`config.mk`:
```
export PLATFORM = sky130hd
export DESIGN_NAME = pwm_quad_ctrl
export DESIGN_NICKNAME = d
export VERILOG_FILES = /design/src/rtl/pwm_quad_ctrl.sv
export SDC_FILE = /design/constraint.sdc
export NUM_CORES = 1
export LEC_CHECK = 0
export CORE_ASPECT_RATIO = 1.2
export CORE_MARGIN = 2
export CORE_UTILIZATION = 39
export DETAILED_ROUTE_END_ITERATION = 7
export DONT_BUFFER_PORTS = 1
export PLACE_DENSITY = 0.65
export SLEW_MARGIN = 20
export SYNTH_ARGS = -nofsm -noshare
export SYNTH_HDL_FRONTEND = slang
export SYNTH_SLANG_ARGS = --single-unit
```
`constraint.sdc`:
```
create_clock -name clk -period 4.25 [get_ports clk]
set_input_delay 0.2125 -clock clk [delete_from_list [all_inputs] [get_ports clk]]
set_output_delay 0.2125 -clock clk [all_outputs]
set_load 0.01 [all_outputs]
```
`src/rtl/pwm_quad_ctrl.sv`:
```
module pwm_quad_ctrl #(
  parameter int AW = 12,
  parameter int DW = 32
) (
  input  logic          clk,
  input  logic          rst_n,
  input  logic [AW-1:0] bus_addr,
  input  logic          bus_wr,
  input  logic [DW-1:0] bus_wdata,
  input  logic          bus_rd,
  output logic [DW-1:0] bus_rdata,
  output logic [3:0]    pwm_out,
  output logic          irq
);
  localparam int NCH    = 4;
  localparam int CW     = 16;
  localparam int PW     = 4;
  localparam int MAXPRE = 10;
  localparam int DIVW   = MAXPRE;
  localparam int POLB   = 9;

  logic [PW-1:0]   pre_q  [NCH];
  logic [CW-1:0]   per_q  [NCH];
  logic [CW-1:0]   duty_q [NCH];
  logic [CW-1:0]   shd_q  [NCH];
  logic [CW-1:0]   cnt_q  [NCH];
  logic [DIVW-1:0] div_q  [NCH];
  logic [DIVW-1:0] mask   [NCH];
  logic [NCH-1:0]  run_q, stop_q, pend_q, pol_q, isr_q;
  logic [NCH-1:0]  tick, wrap, ge;
  logic [NCH-1:0]  wr_mode, wr_duty, wr_upd, wr_per;
  logic [DW-1:0]   rd_mux;
  logic            unused_hi;

  wire       glb_sel = (bus_addr[AW-1:5] == '0);
  wire       ch_sel  = (bus_addr[AW-1:9] == (AW-9)'(1)) && (bus_addr[8:7] == 2'b00)
                       && (bus_addr[1:0] == 2'b00);
  wire [1:0] ch_idx  = bus_addr[6:5];
  wire [2:0] ch_reg  = bus_addr[4:2];
  wire       wr_ena  = bus_wr && glb_sel && (bus_addr[4:0] == 5'h04);
  wire       wr_dis  = bus_wr && glb_sel && (bus_addr[4:0] == 5'h08);
  wire       rd_isr  = bus_rd && glb_sel && (bus_addr[4:0] == 5'h1C);
  wire [PW-1:0] pre_in = (bus_wdata[PW-1:0] > PW'(MAXPRE)) ? PW'(MAXPRE) : bus_wdata[PW-1:0];

  assign unused_hi = ^bus_wdata[DW-1:CW];

  always_comb begin
    for (int n = 0; n < NCH; n++) begin
      mask[n]    = DIVW'((11'd1 << pre_q[n]) - 11'd1);
      tick[n]    = div_q[n] >= mask[n];
      wrap[n]    = run_q[n] && tick[n] && (({1'b0, cnt_q[n]} + 17'd1) >= {1'b0, per_q[n]});
      ge[n]      = cnt_q[n] >= duty_q[n];
      pwm_out[n] = (run_q[n] & ge[n]) ^ pol_q[n];
      wr_mode[n] = bus_wr && ch_sel && (ch_idx == 2'(n)) && (ch_reg == 3'd0);
      wr_duty[n] = bus_wr && ch_sel && (ch_idx == 2'(n)) && (ch_reg == 3'd1);
      wr_upd[n]  = bus_wr && ch_sel && (ch_idx == 2'(n)) && (ch_reg == 3'd2);
      wr_per[n]  = bus_wr && ch_sel && (ch_idx == 2'(n)) && (ch_reg == 3'd3);
    end
  end

  assign irq = |isr_q;

  always_ff @(posedge clk) begin
    if (!rst_n) begin
      run_q  <= '0;
      stop_q <= '0;
      pend_q <= '0;
      pol_q  <= '0;
      isr_q  <= '0;
      for (int n = 0; n < NCH; n++) begin
        pre_q[n]  <= '0;
        per_q[n]  <= '0;
        duty_q[n] <= '0;
        shd_q[n]  <= '0;
        cnt_q[n]  <= '0;
        div_q[n]  <= '0;
      end
    end else begin
      isr_q <= (rd_isr ? '0 : isr_q) | wrap;
      for (int n = 0; n < NCH; n++) begin
        if (wr_mode[n]) begin
          pol_q[n] <= bus_wdata[POLB];
          pre_q[n] <= pre_in;
        end
        if (!run_q[n]) begin
          cnt_q[n]  <= '0;
          div_q[n]  <= '0;
          stop_q[n] <= 1'b0;
          pend_q[n] <= 1'b0;
          if (wr_ena && bus_wdata[n]) run_q[n] <= 1'b1;
          if (wr_duty[n]) duty_q[n] <= bus_wdata[CW-1:0];
          if (wr_per[n])  per_q[n]  <= bus_wdata[CW-1:0];
          if (wr_upd[n]) begin
            duty_q[n] <= bus_wdata[CW-1:0];
            shd_q[n]  <= bus_wdata[CW-1:0];
          end
        end else begin
          div_q[n] <= tick[n] ? '0 : div_q[n] + 1'b1;
          if (tick[n]) cnt_q[n] <= wrap[n] ? '0 : cnt_q[n] + 1'b1;
          if (wr_ena && bus_wdata[n])      stop_q[n] <= 1'b0;
          else if (wr_dis && bus_wdata[n]) stop_q[n] <= 1'b1;
          if (wrap[n]) begin
            if (pend_q[n]) duty_q[n] <= shd_q[n];
            pend_q[n] <= 1'b0;
            if (stop_q[n]) begin
              run_q[n]  <= 1'b0;
              stop_q[n] <= 1'b0;
            end
          end
          if (wr_upd[n]) begin
            shd_q[n]  <= bus_wdata[CW-1:0];
            pend_q[n] <= 1'b1;
          end
        end
      end
    end
  end

  always_comb begin
    rd_mux = '0;
    if (glb_sel) begin
      case (bus_addr[4:0])
        5'h0C:   rd_mux[NCH-1:0] = run_q;
        5'h1C:   rd_mux[NCH-1:0] = isr_q;
        default: rd_mux = '0;
      endcase
    end else if (ch_sel) begin
      case (ch_reg)
        3'd0: begin
          rd_mux[POLB]   = pol_q[ch_idx];
          rd_mux[PW-1:0] = pre_q[ch_idx];
        end
        3'd1:    rd_mux[CW-1:0] = duty_q[ch_idx];
        3'd2:    rd_mux[CW-1:0] = shd_q[ch_idx];
        3'd3:    rd_mux[CW-1:0] = per_q[ch_idx];
        default: rd_mux = '0;
      endcase
    end
  end

  always_ff @(posedge clk) begin
    if (!rst_n)      bus_rdata <= '0;
    else if (bus_rd) bus_rdata <= rd_mux;
  end

  for (genvar g = 0; g < NCH; g++) begin : g_chk

    start_cmd_chk: assert property (@(posedge clk) disable iff (!rst_n)
      $rose(run_q[g]) |-> $past(wr_ena && bus_wdata[g]));

    stop_at_end_chk: assert property (@(posedge clk) disable iff (!rst_n)
      $fell(run_q[g]) |-> $past(wrap[g]));

    flag_src_chk: assert property (@(posedge clk) disable iff (!rst_n)
      $rose(isr_q[g]) |-> $past(wrap[g]));

    duty_hold_chk: assert property (@(posedge clk) disable iff (!rst_n)
      ($past(run_q[g]) && run_q[g] && !$past(wrap[g])) |-> $stable(duty_q[g]));

    cnt_range_chk: assert property (@(posedge clk) disable iff (!rst_n)
      (run_q[g] && per_q[g] != '0) |-> (cnt_q[g] < per_q[g]));
  end
endmodule

```
==> metrics.txt, run 1 <==
# TYPE chip_impl_metric gauge
chip_impl_metric{name="final_cells",unit=""} 2749
chip_impl_metric{name="p_leak",unit="nW"} 9.78
chip_impl_info{name="synthTopCellsByArea",value="edfxtp_1 (44%), ha_1 (10%), mux4_2 (6.1%), and2_1 (3.4%), dfxtp_1 (3.4%)"} 1
chip_impl_metric{name="synth_simple_gate_area_share",unit="%"} 16.3
chip_impl_metric{name="placeableCoreArea",unit="mm^2"} 0.0547
chip_impl_metric{name="insertion_delay",unit="ns"} 0.56
chip_impl_metric{name="place_area",unit="mm^2"} 0.0225
chip_impl_metric{name="post-route-min-period",unit="ns"} 4.05
chip_impl_metric{name="total_internal_power",unit="mW"} 6.00
chip_impl_metric{name="antenna_found_initial",unit=""} 4
chip_impl_metric{name="final_area",unit="mm^2"} 0.0240
chip_impl_info{name="leading_cell_type_by_number_of_instances_after_synthesis",value="edfxtp_1"} 1
chip_impl_metric{name="drive_above_1_share",unit="%"} 9.93
chip_impl_metric{name="synthMuxAreaShare",unit="%"} 6.81
chip_impl_metric{name="final_util",unit="%"} 43.9
chip_impl_metric{name="numCtsBuffers",unit=""} 39
chip_impl_metric{name="synth_enable_flop_cells",unit=""} 312
chip_impl_metric{name="num_vias",unit=""} 15500
chip_impl_metric{name="path_depth",unit=""} 12
chip_impl_metric{name="power_frac_clock",unit="%"} 42.4
chip_impl_metric{name="final_setup_vio_count",unit=""} 0
chip_impl_info{name="cp_cell_sequence",value="or4_1, ha_1, nor3_1, a21oi_1, o31a_1, ha_1, a2111o_1, o311ai_2, buf_4, nor2_1, and3_1, a22o_1"} 1
chip_impl_metric{name="post-cts-setup-buffer-count",unit=""} 0
chip_impl_metric{name="syn_inst",unit=""} 1941
chip_impl_metric{name="slew_viol_final",unit=""} 0
chip_impl_info{name="critical_path.slowest_cell",value="or4_1"} 1
chip_impl_info{name="grt_setup_unrepaired",value="false"} 1
chip_impl_metric{name="global_route.overflow_total",unit=""} 0
chip_impl_metric{name="cts.sink_count",unit=""} 348
chip_impl_metric{name="power.density_cell_area",unit="mW/mm^2"} 329
chip_impl_metric{name="synth-compound-area-share",unit="%"} 10.3
chip_impl_metric{name="maxCapViolations",unit=""} 0
chip_impl_info{name="tritoncts",value="yes"} 1
chip_impl_metric{name="comb_power_share",unit="%"} 7.5
chip_impl_info{name="critical_path.reg2reg.startpoint",value="pre_q[0][3]"} 1
chip_impl_metric{name="syn-mean-instance-area",unit="um^2"} 11.1
chip_impl_metric{name="detail_route.drc_violations",unit=""} 0
chip_impl_metric{name="drt.antenna.violating_nets",unit=""} 0
chip_impl_metric{name="tns",unit="ns"} 0
chip_impl_metric{name="synthXorXnorAreaFrac",unit="%"} 3.91
chip_impl_metric{name="grt_pass1_wl",unit="mm"} 92.7
chip_impl_metric{name="timing.critical_path.arrival",unit="ns"} 4.36
chip_impl_metric{name="power.switching_fraction",unit="%"} 23.9
chip_impl_info{name="timing.critical_path.mode_cell",value="ha_1"} 1
chip_impl_metric{name="gp_congestion",unit=""} 0.916
chip_impl_metric{name="avgRoutedWirePerCell",unit="um"} 22.6
chip_impl_metric{name="wirelength",unit="mm"} 62.2
chip_impl_metric{name="vdd.ir_drop.worst",unit="mV"} 0.256
chip_impl_info{name="run_status",value="completed"} 1
chip_impl_metric{name="fp.dieW",unit="um"} 218
chip_impl_metric{name="die_height",unit="um"} 261
chip_impl_metric{name="timing.max_slew.rel_slack",unit="%"} 31.3
chip_impl_metric{name="final_net_count",unit=""} 2224
chip_impl_info{name="setup.worst_path.start_class",value="flop"} 1
chip_impl_metric{name="maximum_clock_skew_at_final_layout",unit="ns"} 0.0178
chip_impl_info{name="hold_path_class",value="primary input to flop"} 1
chip_impl_metric{name="placement.io_buffers",unit=""} 0
chip_impl_metric{name="synth.top_cell.area_share",unit="%"} 43.6
chip_impl_metric{name="total_of_flip_flops_plus_latches_after_synthesis",unit=""} 348
chip_impl_metric{name="crit_required",unit="ns"} 4.55
chip_impl_metric{name="initialDrtViolationCount",unit=""} 1570
chip_impl_metric{name="distinct_cell_type_count_of_the_synthesized_netlist",unit=""} 75
chip_impl_metric{name="synth.yosys.warnings",unit=""} 0
chip_impl_metric{name="cts.path.max_buffers",unit=""} 3
chip_impl_metric{name="max_clock_freq",unit="MHz"} 247
chip_impl_metric{name="synth-seq-area-share",unit="%"} 46.9
chip_impl_metric{name="htree_levels",unit=""} 2
chip_impl_info{name="main_combinational_cell_family_by_area_after_synthesis",value="simple AND/OR/NAND/NOR gates"} 1
chip_impl_metric{name="overall_die_area",unit="mm^2"} 0.0570
chip_impl_info{name="setup.worst_path.class",value="flop to flop"} 1
chip_impl_metric{name="vias_per_cell",unit=""} 5.65
chip_impl_info{name="critical_path.endpoint_type",value="flop"} 1
chip_impl_metric{name="timing.reg2reg.worst_path_depth",unit=""} 12
chip_impl_metric{name="highest_cell_delay_on_the_worst_timing_path",unit="ns"} 0.58
chip_impl_metric{name="synth.cell_area",unit="mm^2"} 0.0215
chip_impl_metric{name="setup_slack_of_the_worst_register_to_register_path",unit="ns"} 0.20
chip_impl_info{name="cell_type_with_the_highest_aggregate_area_in_the_netlist",value="edfxtp_1"} 1
chip_impl_metric{name="grt_pass1_vias",unit=""} 15200
chip_impl_metric{name="synth_adder_area_share",unit="%"} 10.5
chip_impl_info{name="cp_top_delay_family",value="compound AO/OA/AOI/OAI gates"} 1
chip_impl_info{name="crit-reg2reg-capture",value="duty_q[0][15]"} 1
chip_impl_metric{name="fraction_of_registers_with_async_set_reset",unit="%"} 0
chip_impl_metric{name="power.share.sequential",unit="%"} 50.1
chip_impl_metric{name="dp.final_hpwl",unit="mm"} 45.9
chip_impl_info{name="synth.top_cells.by_count",value="edfxtp_1 (312), ha_1 (180), inv_1 (151), nor2_1 (147), and2_1 (117)"} 1
chip_impl_metric{name="power.total",unit="mW"} 7.89
chip_impl_metric{name="timing.final.crit_share",unit="%"} 95.4
chip_impl_metric{name="timing_hold_violations_final",unit=""} 0
chip_impl_info{name="critPathLaunch",value="pre_q[0][3]"} 1
chip_impl_metric{name="slew_at_the_pin_with_the_worst_max_slew_slack",unit="ns"} 1.03
chip_impl_info{name="setup.worst_path.end",value="duty_q[0][15]"} 1
chip_impl_metric{name="ioPinCount",unit=""} 85
chip_impl_metric{name="dp.cells",unit=""} 2648
chip_impl_metric{name="drt-pass1-iter-count",unit=""} 5
chip_impl_info{name="cts_root_buf",value="clkbuf_16"} 1
chip_impl_metric{name="critical_path.n_buffers_inverters",unit=""} 1
chip_impl_metric{name="floorplan.initialDensity",unit="%"} 39.3
chip_impl_metric{name="areaGrowthSynthToFinish",unit="%"} 11.6
chip_impl_metric{name="rows",unit=""} 94
chip_impl_metric{name="grt_start_max_net_pins",unit=""} 62
chip_impl_metric{name="critical_path.max_fanout",unit=""} 16
chip_impl_metric{name="track_usage",unit="%"} 21.8
chip_impl_metric{name="clock_input_transition_at_the_sequential_cells_of_the_worst_setup_and_hold_paths",unit="ns"} 0.06
chip_impl_info{name="most_frequently_used_flop_master_after_synthesis",value="edfxtp_1"} 1
chip_impl_metric{name="switching_power",unit="mW"} 1.89
[cell type report]
class                      count  area, um^2
fill                        5045       30700
multi-input combinational   1379       10500
sequential                   348       10100
clock buffer                  49        1080
tap                          720         901
timing repair buffer          75         668
inverter                     153         574
clock inverter                21         164
antenna                        4        10.0
[cells by family after synthesis]
| kind of cell | after synthesis |
|---|---|
| adder cells (fa/ha/maj) | 180 |
| AND/OR/NAND/NOR | 652 |
| multiplexers | 73 |
| XOR/XNOR | 96 |
| AO/OA/AOI/OAI | 322 |
| other | 2 |
| buffers and inverters | 268 |
| flip-flops | 348 |
[state kept, by name, indices dropped and copies added (netlist names), 16 cells and up]
register,cells
bus_rdata,16
duty_q,64
div_q,40
shd_q,64
per_q,64
cnt_q,64
pre_q,16
[power by group through the flow]
| stage | clock network (mW) | registers (mW) | logic (mW) |
|---|---|---|---|
| 3_3_place_gp | 0 | 4.02 | 0.498 |
| 5_1_grt | 3.51 | 3.95 | 0.651 |
| 6_report | 3.34 | 3.95 | 0.595 |
| 3_5_place_dp | 0 | 4.02 | 0.515 |
| 2_1_floorplan | 0 | 3.94 | 0.444 |
| 4_1_cts | 3.38 | 3.95 | 0.587 |
[routing by layer]
layer,routed length (um),global-route usage [%],vias to the layer above
li1,-,-,7152
met1,23900,26.6,7530
met2,29700,37.3,676
met3,4860,3.29,176
met4,3740,11.9,0
met5,0,0,-
[worst min-delay path: stages]
cell and delay, ns:
a22oi_1 0.06, nor2_1 0.10, a21oi_1 0.05, nor2_1 0.08
[placed cells by master (no fill, tap or decap), drive strengths merged, types with 48 or more instances in the layout]
| master | count |
|---|---|
| nor2b | 51 |
| and2 | 117 |
| ha | 180 |
| inv | 152 |
| a21oi | 88 |
| mux4 | 58 |
| a22o | 68 |
| xnor2 | 53 |
| buf | 48 |
| nor2 | 152 |
| nand2 | 90 |
| clkbuf | 49 |
| nand3 | 71 |
| o21ai | 51 |
| conb | 56 |
| edfxtp | 312 |
[stage by stage]
stage / hold slack, ns / worst slack, ns
6_report: 0.00881 / 0.197
2_1_floorplan: 0.356 / 0.267
5_1_grt: 0.0216 / 0.0475
4_1_cts: 0.00329 / 0.224
3_3_place_gp: 0.371 / 0.324
3_5_place_dp: 0.376 / 0.241
[worst min path at each step]
stage,cells past startpoint,start,endpoint,slack [ns]
6_report,4,bus_addr[2],bus_rdata[13],0.009
5_1_grt,3,bus_addr[3],bus_rdata[1],0.02
4_1_cts,4,bus_addr[2],bus_rdata[5],0.003
3_5_place_dp,2,rst_n,run_q[1],0.38
3_3_place_gp,2,bus_wdata[9],pol_q[0],0.37
2_1_floorplan,2,bus_wdata[9],pol_q[0],0.36
[timing repair]
| action | 4_1_cts | 5_1_grt |
|---|---|---|
| hold buffers | 27 | 0 |
| endpoints found under the hold margin | 229 | 0 |
| gates resized for setup | 0 | 1 |
| setup endpoints to repair | 0 | 16 |
No activity file was read; power rests on OpenSTA's default activity.
==> run 2: changes to the inputs <==
- CELL_PAD_IN_SITES_DETAIL_PLACEMENT: default -> 1
- CELL_PAD_IN_SITES_GLOBAL_PLACEMENT: default -> 1
- PLACE_DENSITY: 0.65 -> 0.75
==> run 2 against run 1 <==
Via count increased by 3.6%. Final cell count increased by 0.11%. Die area unchanged. Clock-buffer cell count decreased by 3. Combinational power increased by 5.5%. Sequential power about the same. Global-route usage increased by 3.5 points. Critical path type unchanged. Critical endpoint is now duty_q[3][3].
==> metrics.txt, run 2 (synthesized netlist as in run 1, its figures left out) <==
# TYPE chip_impl_metric gauge
chip_impl_metric{name="fp.dieW",unit="um"} 218
chip_impl_info{name="critical_path.endpoint_type",value="flop"} 1
chip_impl_metric{name="initialDrtViolationCount",unit=""} 1381
chip_impl_metric{name="slew_viol_final",unit=""} 0
chip_impl_metric{name="global_route.overflow_total",unit=""} 0
chip_impl_metric{name="tns",unit="ns"} 0
chip_impl_metric{name="cts.path.max_buffers",unit=""} 3
chip_impl_metric{name="post-cts-setup-buffer-count",unit=""} 0
chip_impl_metric{name="crit_required",unit="ns"} 4.56
chip_impl_metric{name="detail_route.drc_violations",unit=""} 0
chip_impl_metric{name="grt_start_max_net_pins",unit=""} 62
chip_impl_metric{name="drt-pass1-iter-count",unit=""} 5
chip_impl_metric{name="post-route-min-period",unit="ns"} 4.00
chip_impl_metric{name="num_vias",unit=""} 16100
chip_impl_metric{name="maximum_clock_skew_at_final_layout",unit="ns"} 0.0273
chip_impl_metric{name="track_usage",unit="%"} 25.3
chip_impl_metric{name="drt.antenna.violating_nets",unit=""} 0
chip_impl_metric{name="timing.final.crit_share",unit="%"} 94.1
chip_impl_metric{name="power.density_cell_area",unit="mW/mm^2"} 341
chip_impl_metric{name="antenna_found_initial",unit=""} 3
chip_impl_metric{name="areaGrowthSynthToFinish",unit="%"} 12.2
chip_impl_metric{name="grt_pass1_wl",unit="mm"} 106
chip_impl_metric{name="final_setup_vio_count",unit=""} 0
chip_impl_info{name="critical_path.slowest_cell",value="or4_1"} 1
chip_impl_metric{name="maxCapViolations",unit=""} 0
chip_impl_metric{name="grt_pass1_vias",unit=""} 17000
chip_impl_metric{name="timing.max_slew.rel_slack",unit="%"} 22.6
chip_impl_info{name="final_common_cell",value="edfxtp_1"} 1
chip_impl_metric{name="p_leak",unit="nW"} 9.85
chip_impl_metric{name="insertion_delay",unit="ns"} 0.60
chip_impl_metric{name="cts.sink_count",unit=""} 348
chip_impl_metric{name="timing_hold_violations_final",unit=""} 0
chip_impl_metric{name="numCtsBuffers",unit=""} 41
chip_impl_metric{name="drive_above_1_share",unit="%"} 10.4
chip_impl_metric{name="timing.final.ws_setup",unit="ns"} 0.249
chip_impl_info{name="cp_cell_sequence",value="or4_1, ha_1, nor3_1, mux2i_1, nor2_1, a21oi_1, ha_1, nor4_1, o21ai_0, nand2_1, o2bb2ai_1, nor2_1, and3_1, or3_4"} 1
chip_impl_metric{name="highest_cell_delay_on_the_worst_timing_path",unit="ns"} 0.58
chip_impl_metric{name="clock_input_transition_at_the_sequential_cells_of_the_worst_setup_and_hold_paths",unit="ns"} 0.06
chip_impl_info{name="setup.worst_path.start_class",value="flop"} 1
chip_impl_metric{name="final_net_count",unit=""} 2226
chip_impl_info{name="setup.worst_path.class",value="flop to flop"} 1
chip_impl_info{name="grt_setup_unrepaired",value="false"} 1
chip_impl_metric{name="die_height",unit="um"} 261
chip_impl_metric{name="htree_levels",unit=""} 2
chip_impl_metric{name="dpl_worst_slack",unit="ns"} 0.0704
chip_impl_metric{name="rows",unit=""} 94
chip_impl_info{name="final_cell_mix",value="edfxtp_1 (312), ha_1 (180), inv_1 (151), nor2_1 (145), and2_1 (117)"} 1
chip_impl_metric{name="critical_path.max_fanout",unit=""} 16
chip_impl_metric{name="max_clock_freq",unit="MHz"} 250
chip_impl_metric{name="vdd.ir_drop.worst",unit="mV"} 0.274
chip_impl_metric{name="placement.io_buffers",unit=""} 0
chip_impl_metric{name="critical_path.n_buffers_inverters",unit=""} 0
chip_impl_metric{name="timing.critical_path.arrival",unit="ns"} 4.31
chip_impl_metric{name="placeableCoreArea",unit="mm^2"} 0.0547
chip_impl_metric{name="dp.final_hpwl",unit="mm"} 52.8
chip_impl_metric{name="vias_per_cell",unit=""} 5.85
chip_impl_metric{name="overall_die_area",unit="mm^2"} 0.0570
chip_impl_info{name="cts_root_buf",value="clkbuf_16"} 1
chip_impl_metric{name="final_util",unit="%"} 44.1
chip_impl_metric{name="slew_at_the_pin_with_the_worst_max_slew_slack",unit="ns"} 1.15
chip_impl_info{name="hold_path_class",value="primary input to flop"} 1
chip_impl_metric{name="ioPinCount",unit=""} 85
chip_impl_info{name="tritoncts",value="yes"} 1
chip_impl_info{name="run_status",value="completed"} 1
chip_impl_metric{name="avgRoutedWirePerCell",unit="um"} 26.0
chip_impl_metric{name="wirelength",unit="mm"} 71.6
chip_impl_info{name="cp_top_delay_family",value="simple AND/OR/NAND/NOR gates"} 1
chip_impl_metric{name="gp_congestion",unit=""} 0.925
chip_impl_metric{name="floorplan.initialDensity",unit="%"} 39.3
==> run 2: cell types whose count changed in the layout (fill, tap and decap cells not counted), sizes merged <==
cell,change
dlygate4sd3,-2
inv,+4
bufinv,+3
buf,+2
diode,-1
clkbuf,-3
==> run 2: metal layers <==
| layer | global-route usage [%] | part of all wire (%) | vias to the layer above |
|---|---|---|---|
| met1 | 28.5 | 37 | 8078 |
| met5 | 0 | 0.034 | - |
| met3 | 3.98 | 6.1 | 229 |
| met4 | 17.8 | 8.0 | 4 |
| met2 | 44.0 | 49 | 634 |
| li1 | - | - | 7144 |
==> run 2: path summary, 6_finish.rpt <==
path / from / end / slack, ns / cells after the start
worst max-delay path: pre_q[3][3] / duty_q[3][3] / 0.25 / 14
worst min-delay path: bus_addr[2] / bus_rdata[7] / 0.01 / 4
worst max register to register: pre_q[3][3] / duty_q[3][3] / 0.25 / 14
worst min register to register: pend_q[3] / pend_q[3] / 0.49 / 2
==> run 2: what timing repair did <==
| action | in CTS | in global routing |
|---|---|---|
| endpoints found under the setup margin | 0 | 22 |
| hold endpoints to repair | 217 | 0 |
| hold buffers | 25 | 0 |
| gates resized for setup | 0 | 4 |
==> run 2: per-stage QoR <==
stage	cells	power (mW)	hold slack (ns)	area [um^2]
floorplan	1995	4.38	0.356	21700
global placement	2650	4.54	0.365	22500
detailed placement	2650	4.57	0.377	22500
CTS	2749	8.28	0.000765	24100
global route	2749	8.46	0.0245	24100
finish	2752	8.24	0.0108	24100
==> run 2: worst register-to-register path, delay by kind of cell (launching register included) <==
family	cells	cell delay, ns
AOI/OAI and AO/OA	3	0.45
DFF	1	0.39
and+or+nand+nor	8	2.19
muxes	1	0.13
adders and majority gates	2	0.57
==> run 2: report_power, final <==
group	switching (mW)	total (mW)	internal (mW)	leakage, nW
Clock	1.54	3.66	2.13	0.663
Combinational	0.372	0.628	0.256	5.72
Sequential	0.122	3.95	3.83	3.47
==> run 2: area by class of cell <==
cell class | instances | area (um^2)
inverters | 153 | 574
well taps | 720 | 901
diodes | 3 | 7.51
repair buffers | 75 | 676
clock buffers | 46 | 1060
multi-input cells | 1379 | 10500
clock inverters | 28 | 302
flip-flops and latches | 348 | 10100
fillers | 5901 | 30600
